## src/rtl/i2c_tgt_pkg.sv

```systemverilog
// Shared types and constants for the pin-strapped serial target.
// Assumes 7-bit addressing only; the strap pin is already decoded to a 2-bit level code.
package i2c_tgt_pkg;

    localparam int          ADDR_W   = 7;
    localparam logic [4:0]  ADDR_TOP = 5'b01011;

    typedef enum logic [2:0] {
        ST_IDLE,
        ST_ADDR,
        ST_ADDR_ACK,
        ST_WR,
        ST_WR_ACK,
        ST_RD,
        ST_RD_ACK
    } tgt_state_t;

    // Maps the strap level code to the low two address bits.
    function automatic logic [1:0] strap_bits(input logic [1:0] lvl);
        case (lvl)
            2'b00:   strap_bits = 2'b11;
            2'b01:   strap_bits = 2'b00;
            default: strap_bits = 2'b10;
        endcase
    endfunction

endpackage

```

## src/rtl/i2c_line_filter.sv

```systemverilog
// Two-flop synchroniser followed by a persistence filter for one bus line.
// The output follows the input only after it has differed for FILT_CYCLES samples.
// Assumes the line idles high, so the output resets to INIT.
module i2c_line_filter #(
    parameter int   FILT_CYCLES = 7,
    parameter logic INIT        = 1'b1
) (
    input  logic clk,
    input  logic rst_n,
    input  logic raw_i,
    output logic flt_o
);
    localparam int CNT_W = $clog2(FILT_CYCLES + 1);
    localparam logic [CNT_W-1:0] CNT_LAST = CNT_W'(FILT_CYCLES - 1);

    logic             sync_q1;
    logic             sync_q2;
    logic [CNT_W-1:0] cnt_q;

    // Bring the pin into the clock domain.
    always_ff @(posedge clk) begin
        if (!rst_n) begin
            sync_q1 <= INIT;
            sync_q2 <= INIT;
        end else begin
            sync_q1 <= raw_i;
            sync_q2 <= sync_q1;
        end
    end

    // Accept a new level only after it persists for the whole window.
    always_ff @(posedge clk) begin
        if (!rst_n) begin
            cnt_q <= '0;
            flt_o <= INIT;
        end else if (sync_q2 == flt_o) begin
            cnt_q <= '0;
        end else if (cnt_q == CNT_LAST) begin
            cnt_q <= '0;
            flt_o <= sync_q2;
        end else begin
            cnt_q <= cnt_q + 1'b1;
        end
    end

endmodule

```

## src/rtl/i2c_bus_events.sv

```systemverilog
// Turns the filtered SCL and SDA levels into one-cycle bus events.
// START and STOP are SDA edges while SCL is high; both inputs are already filtered.
module i2c_bus_events (
    input  logic clk,
    input  logic rst_n,
    input  logic scl_f,
    input  logic sda_f,
    output logic start_evt,
    output logic stop_evt,
    output logic scl_rise,
    output logic scl_fall
);
    logic scl_d;
    logic sda_d;

    // Keep the previous filtered levels for edge detection.
    always_ff @(posedge clk) begin
        if (!rst_n) begin
            scl_d <= 1'b1;
            sda_d <= 1'b1;
        end else begin
            scl_d <= scl_f;
            sda_d <= sda_f;
        end
    end

    // Decode the edges into events.
    always_comb begin
        scl_rise  = scl_f & ~scl_d;
        scl_fall  = ~scl_f & scl_d;
        start_evt = scl_f & scl_d & sda_d & ~sda_f;
        stop_evt  = scl_f & scl_d & ~sda_d & sda_f;
    end

endmodule

```

## src/rtl/i2c_tgt_link.sv

```systemverilog
// Byte-level target protocol: address match, write pairing, readback and acknowledges.
// Assumes the events come from filtered lines and that WORD_W is two bytes.
// START or STOP aborts any partial byte or word; a readback word is used once.
module i2c_tgt_link
    import i2c_tgt_pkg::*;
#(
    parameter int WORD_W = 16
) (
    input  logic              clk,
    input  logic              rst_n,
    input  logic              start_evt,
    input  logic              stop_evt,
    input  logic              scl_rise,
    input  logic              scl_fall,
    input  logic              sda_f,
    input  logic [ADDR_W-1:0] dev_addr,
    input  logic              busy,
    input  logic              rd_load,
    input  logic [WORD_W-1:0] rd_word,
    output logic              sda_oe,
    output logic              cmd_valid,
    output logic [WORD_W-1:0] cmd_word
);
    localparam int HALF_W = WORD_W / 2;
    localparam int BCNT_W = $clog2(HALF_W + 1);
    localparam logic [BCNT_W-1:0] BCNT_FULL = BCNT_W'(HALF_W);

    tgt_state_t        state_q;
    logic [HALF_W-1:0] sh_q;
    logic [BCNT_W-1:0] bcnt_q;
    logic [HALF_W-1:0] hi_q;
    logic              second_q;
    logic              rnw_q;
    logic              mack_q;
    logic [WORD_W-1:0] tx_q;
    logic [WORD_W-1:0] rd_buf_q;
    logic              armed_q;
    logic              byte_done;
    logic              addr_hit;

    // A byte is complete at the falling SCL after its eighth bit.
    always_comb begin
        byte_done = scl_fall && (bcnt_q == BCNT_FULL);
        addr_hit  = (sh_q[HALF_W-1:1] == dev_addr) && !busy;
    end

    // Hold the readback word until a read transaction takes it.
    always_ff @(posedge clk) begin
        if (!rst_n) begin
            rd_buf_q <= '0;
            armed_q  <= 1'b0;
        end else if (rd_load) begin
            rd_buf_q <= rd_word;
            armed_q  <= 1'b1;
        end else if (state_q == ST_ADDR_ACK && scl_fall && rnw_q) begin
            armed_q  <= 1'b0;
        end
    end

    // Protocol sequencer, one transition per bus event.
    always_ff @(posedge clk) begin
        if (!rst_n) begin
            state_q   <= ST_IDLE;
            sh_q      <= '0;
            bcnt_q    <= '0;
            hi_q      <= '0;
            second_q  <= 1'b0;
            rnw_q     <= 1'b0;
            mack_q    <= 1'b0;
            tx_q      <= '0;
            sda_oe    <= 1'b0;
            cmd_valid <= 1'b0;
            cmd_word  <= '0;
        end else begin
            cmd_valid <= 1'b0;
            if (start_evt) begin
                state_q  <= ST_ADDR;
                bcnt_q   <= '0;
                second_q <= 1'b0;
                sda_oe   <= 1'b0;
            end else if (stop_evt) begin
                state_q  <= ST_IDLE;
                second_q <= 1'b0;
                sda_oe   <= 1'b0;
            end else begin
                case (state_q)
                    ST_ADDR, ST_WR: begin
                        if (scl_rise) begin
                            sh_q   <= {sh_q[HALF_W-2:0], sda_f};
                            bcnt_q <= bcnt_q + 1'b1;
                        end else if (byte_done && state_q == ST_ADDR) begin
                            if (addr_hit) begin
                                sda_oe  <= 1'b1;
                                rnw_q   <= sh_q[0];
                                state_q <= ST_ADDR_ACK;
                            end else begin
                                state_q <= ST_IDLE;
                            end
                        end else if (byte_done) begin
                            sda_oe  <= 1'b1;
                            state_q <= ST_WR_ACK;
                            if (!second_q) begin
                                hi_q     <= sh_q;
                                second_q <= 1'b1;
                            end else begin
                                cmd_valid <= 1'b1;
                                cmd_word  <= {hi_q, sh_q};
                                second_q  <= 1'b0;
                            end
                        end
                    end
                    ST_ADDR_ACK: begin
                        if (scl_fall) begin
                            bcnt_q <= '0;
                            if (rnw_q) begin
                                tx_q     <= armed_q ? rd_buf_q : '1;
                                sh_q     <= armed_q ? rd_buf_q[WORD_W-1:HALF_W] : '1;
                                sda_oe   <= armed_q ? ~rd_buf_q[WORD_W-1] : 1'b0;
                                second_q <= 1'b0;
                                state_q  <= ST_RD;
                            end else begin
                                sda_oe  <= 1'b0;
                                state_q <= ST_WR;
                            end
                        end
                    end
                    ST_WR_ACK: begin
                        if (scl_fall) begin
                            sda_oe  <= 1'b0;
                            bcnt_q  <= '0;
                            state_q <= ST_WR;
                        end
                    end
                    ST_RD: begin
                        if (scl_rise) begin
                            bcnt_q <= bcnt_q + 1'b1;
                        end else if (byte_done) begin
                            sda_oe  <= 1'b0;
                            state_q <= ST_RD_ACK;
                        end else if (scl_fall) begin
                            sda_oe <= ~sh_q[HALF_W-2];
                            sh_q   <= {sh_q[HALF_W-2:0], 1'b1};
                        end
                    end
                    ST_RD_ACK: begin
                        if (scl_rise) begin
                            mack_q <= ~sda_f;
                        end else if (scl_fall) begin
                            if (mack_q && !second_q) begin
                                sh_q     <= tx_q[HALF_W-1:0];
                                sda_oe   <= ~tx_q[HALF_W-1];
                                bcnt_q   <= '0;
                                second_q <= 1'b1;
                                state_q  <= ST_RD;
                            end else begin
                                sda_oe  <= 1'b0;
                                state_q <= ST_IDLE;
                            end
                        end
                    end
                    default: state_q <= ST_IDLE;
                endcase
            end
        end
    end

endmodule

```

## src/rtl/i2c_tgt_pinaddr.sv

```systemverilog
// Top of the pin-strapped serial target: line filters, event decode and protocol.
// Assumes SDA is open-drain; sda_oe pulls the line low and nothing drives it high.
module i2c_tgt_pinaddr
    import i2c_tgt_pkg::*;
#(
    parameter int FILT_CYCLES = 7,
    parameter int WORD_W      = 16
) (
    input  logic              clk,
    input  logic              rst_n,
    input  logic              scl_i,
    input  logic              sda_i,
    output logic              sda_oe,
    input  logic [1:0]        addr_pin,
    input  logic              busy,
    input  logic              rd_load,
    input  logic [WORD_W-1:0] rd_word,
    output logic              cmd_valid,
    output logic [WORD_W-1:0] cmd_word
);
    localparam int N_LINES = 2;

    logic [N_LINES-1:0] raw_v;
    logic [N_LINES-1:0] flt_v;
    logic               scl_flt;
    logic               sda_flt;
    logic               start_evt;
    logic               stop_evt;
    logic               scl_rise;
    logic               scl_fall;
    logic [ADDR_W-1:0]  dev_addr;

    // Gather the pins and build the device address from the strap.
    always_comb begin
        raw_v    = {scl_i, sda_i};
        scl_flt  = flt_v[1];
        sda_flt  = flt_v[0];
        dev_addr = {ADDR_TOP, strap_bits(addr_pin)};
    end

    for (genvar g = 0; g < N_LINES; g++) begin : g_line
        i2c_line_filter #(
            .FILT_CYCLES(FILT_CYCLES),
            .INIT       (1'b1)
        ) u_filt (
            .clk  (clk),
            .rst_n(rst_n),
            .raw_i(raw_v[g]),
            .flt_o(flt_v[g])
        );
    end

    i2c_bus_events u_evt (
        .clk      (clk),
        .rst_n    (rst_n),
        .scl_f    (scl_flt),
        .sda_f    (sda_flt),
        .start_evt(start_evt),
        .stop_evt (stop_evt),
        .scl_rise (scl_rise),
        .scl_fall (scl_fall)
    );

    i2c_tgt_link #(
        .WORD_W(WORD_W)
    ) u_link (
        .clk      (clk),
        .rst_n    (rst_n),
        .start_evt(start_evt),
        .stop_evt (stop_evt),
        .scl_rise (scl_rise),
        .scl_fall (scl_fall),
        .sda_f    (sda_flt),
        .dev_addr (dev_addr),
        .busy     (busy),
        .rd_load  (rd_load),
        .rd_word  (rd_word),
        .sda_oe   (sda_oe),
        .cmd_valid(cmd_valid),
        .cmd_word (cmd_word)
    );

endmodule

```

## config.mk

```make
export PLATFORM = sky130hd
export DESIGN_NAME = i2c_tgt_pinaddr
export DESIGN_NICKNAME = d
export VERILOG_FILES = /design/src/rtl/i2c_tgt_pkg.sv /design/src/rtl/i2c_line_filter.sv /design/src/rtl/i2c_bus_events.sv /design/src/rtl/i2c_tgt_link.sv /design/src/rtl/i2c_tgt_pinaddr.sv
export SDC_FILE = /design/constraint.sdc
export NUM_CORES = 1
export LEC_CHECK = 0
export ABC_AREA = 1
export BUFFER_PORTS_ARGS = -buffer_cell sky130_fd_sc_hd__buf_2
export CAP_MARGIN = 0
export CORE_MARGIN = 4
export CORE_UTILIZATION = 50
export CTS_CLUSTER_DIAMETER = 30
export DETAILED_ROUTE_END_ITERATION = 16
export MAX_ROUTING_LAYER = met4
export PLACE_DENSITY = 0.7
export SLEW_MARGIN = 20
export SYNTH_ARGS = -nofsm -noshare
export SYNTH_HDL_FRONTEND = slang
export SYNTH_SLANG_ARGS = --single-unit
```

## constraint.sdc

```tcl
create_clock -name clk -period 3.7 [get_ports clk]
set_clock_uncertainty 0.1 [all_clocks]
set_input_delay 0.185 -clock clk [delete_from_list [all_inputs] [get_ports clk]]
set_output_delay 0.185 -clock clk [all_outputs]
set_load 0.005 [all_outputs]
```

==> metrics.yaml <==
wl_per_cell_um: 11.92
startpoint: "u_link.state_q[0]"
status: "finished clean"
synth_fp_nets: 576
max_freq_mhz: 477.0
worstPathArrival_ns: 2.26
vias: 3426
clockBufferDepth: 2
setup_tns_ns: 0
hold_viol: 0
cts-root-buf: "clkbuf_8"
cts_tree: "done"
path_clk_slew_ns: 0.09
worstPathCellList: "inv_1 -> nand2_1 -> nor2_2 -> nand2_1 -> nand2_1 -> nor2_1 -> inv_2 -> nor2_4 -> nand2_1 -> nand2_1 -> nor2_1"
cp_top_family: "simple AND/OR/NAND/NOR gates"
clock_latency_ns: 0.36
cellPowerDensity_nw_per_um2: 525.0
syn_area_um2: 3745
dp.final_hpwl_mm: 5.819
maxCapViolCount: 0
postSynthCellCount: 546
wirelength_mm: 8.383
die_w_um: 94.54
htree_levels: 3
io_pins: 42
period_minus_slack_ns: 2.097
layout_setup_ws_ns: 1.603
peakVddDrop_mv: 0.2493
gr-usage-all-layers_pct: 20.59
ys_seq_area_share_pct: 44.37
final_cell_mix: "nor2_1 (148), nand2_1 (101), dfxtp_1 (83), o21ai_0 (56), buf_2 (41)"
maxSlewViolCount: 0
first_iter_violations: 242
syn_area_per_cell_um2: 6.859
tightest_slew_ns: 0.5440
port_buffers: 41
ant_nets: 0
total_leakage_power_nw: 2.012
diodes: 0
cp-start-kind: "flip-flop"
antenna_found_initial: 0
hold_start: "rst_n"
ys_ff_latch: 83
yosys_warnings: 0
drt_first_pass_iters: 5
hold_path_class: "in2reg"
cts_made_buffers: 9
first_global_vias: 3074
overflow: 0
grt_setup_unrepaired: "false"
max-slew-margin-rel_pct: 63.73
fin_crit_sh_pct: 56.67
initial_core_util_pct: 51.63
worstSetupEndpointType: "flip-flop"
worst_ep_required_time_ns: 3.86
drcViolationCount: 0
crit_top_cell: "nand2_1"
grt_pass1_wl_mm: 14.24
globalplace.congestion: 0.9592
drive_gt1_share_pct: 13.58
area_growth_pct: 16.44
worstReg2RegStart: "u_link.state_q[0]"
dp_slack_ns: 1.612
fin_nets: 629
via_per_inst: 4.873
die_y_um: 94.54
critPathMaxFanout: 15
critPathKind: "reg2reg"
synth.distinct_cells: 28
layout_commonest_cell: "nor2_1"
num_rows: 31
path_buf_inv: 2
cp_slowest_stage_delay_ns: 0.48
core_area_um2: 7253
design.die.area_um2: 8938
setup_viol: 0
slowest_stage: "dfxtp_1"
post-cts-setup-buffer-count: 0
cts_sinks: 83
grt_start_max_net_pins: 65
## synthesized netlist by cell type
cell         n  area (um^2)
o2111ai_1    1        8.760
buf_2        3        15.01
or2_2        5        31.28
o21bai_1     1        7.510
nand2_1    101        379.1
nor2_4       4        45.04
buf_4        2        15.01
clkbuf_1     9        33.78
a22oi_1      1        7.510
buf_1        1        3.750
inv_1       39        146.4
a21oi_1     20        100.1
ha_1         6        75.07
nor2_2       3        18.77
nand3_1     27        135.1
nor2_1     148        555.5
buf_6        3        33.78
xnor2_1      3        26.28
nand4_1      1        6.260
a211oi_1     1        7.510
o21ai_0     56        280.3
nor3_2       1        10.01
inv_2        7        26.28
clkinv_1     1        3.750
nor3_1      12        60.06
nand2_2      4        25.02
xor2_1       3        26.28
dfxtp_1     83         1662
## per-stage QoR
stage               power [mW]  hold WS (ns)  std cells  utilization [%]  area, um^2
finish                   2.289        0.1503        703            60.12        4360
floorplan                1.524        0.1916        546                -        3745
detailed placement       1.634        0.2736        669            54.87        3980
global placement         1.633        0.2696        669            54.87        3980
CTS                      2.299        0.1259        703            60.12        4360
global route             2.449        0.1727        703            60.12        4360
## report_power, final
group / internal, mW / switching, mW / total (mW)
logic: 0.208 / 0.376 / 0.584
clock network: 0.270 / 0.380 / 0.650
registers: 0.966 / 0.0895 / 1.06
total: 1.44 / 0.846 / 2.29
## timing repair
action / 4_1_cts / 5_1_grt
hold endpoints to repair: 18 / 0
gates resized for setup: 0 / 0
hold buffers: 18 / 0
setup endpoints to repair: 0 / 0
## routing by layer
metal / vias to the layer above / wire [um] / track usage (%)
li1: 1832 / - / -
met2: 79 / 3670 / 30.26
met3: 8 / 402 / 3.108
met4: 0 / 97 / 7.813
met5: - / 0 / -
met1: 1507 / 4212 / 28.61
## final timing paths
kind                               to  slack, ns  depth (start not counted)
min                    u_link.armed_q       0.15                          3
max                    u_link.sh_q[6]       1.60                         11
max reg2reg            u_link.sh_q[6]       1.60                         11
min reg2reg  g_line[0].u_filt.sync_q2       0.32                          1
## logic make-up after synthesis
| family | share of synthesized area (%) |
|---|---|
| adders and majority gates | 2.005 |
| DFF | 44.37 |
| and+or+nand+nor | 33.81 |
| buffers and inverters | 7.417 |
| AOI/OAI and AO/OA | 10.99 |
| xor gates and xnor gates | 1.404 |
## worst min-delay path: cells and delay by family
family                 cells  cell delay, ns
buffers and inverters      2            0.22
AOI/OAI and AO/OA          1            0.15
## cell type report
cell class / count / area (um^2)
timing repair buffer: 60 / 392.9
fill: 710 / 2893
clock inverter: 7 / 76.32
clock buffer: 9 / 123.9
multi-input combinational: 398 / 1805
sequential: 83 / 1662
inverter: 47 / 176.4
tap: 99 / 123.9
## registers in the layout, indices dropped and copies added, names as in the netlist
register	flops
g_line.u_filt.sync_q1	2
u_link.rnw_q	1
g_line.u_filt.sync_q2	2
u_link.sh_q	8
u_evt.sda_d	1
g_line.u_filt.flt_o	2
u_link.rd_buf_q	16
u_link.state_q	3
u_evt.scl_d	1
u_link.cmd_valid	1
u_link.tx_q	8
u_link.armed_q	1
u_link.mack_q	1
g_line.u_filt.cnt_q	6
u_link.bcnt_q	4
u_link.sda_oe	1
u_link.hi_q	8
u_link.second_q	1
u_link.cmd_word	16
Note: power is estimated with default switching activity, not from simulation.
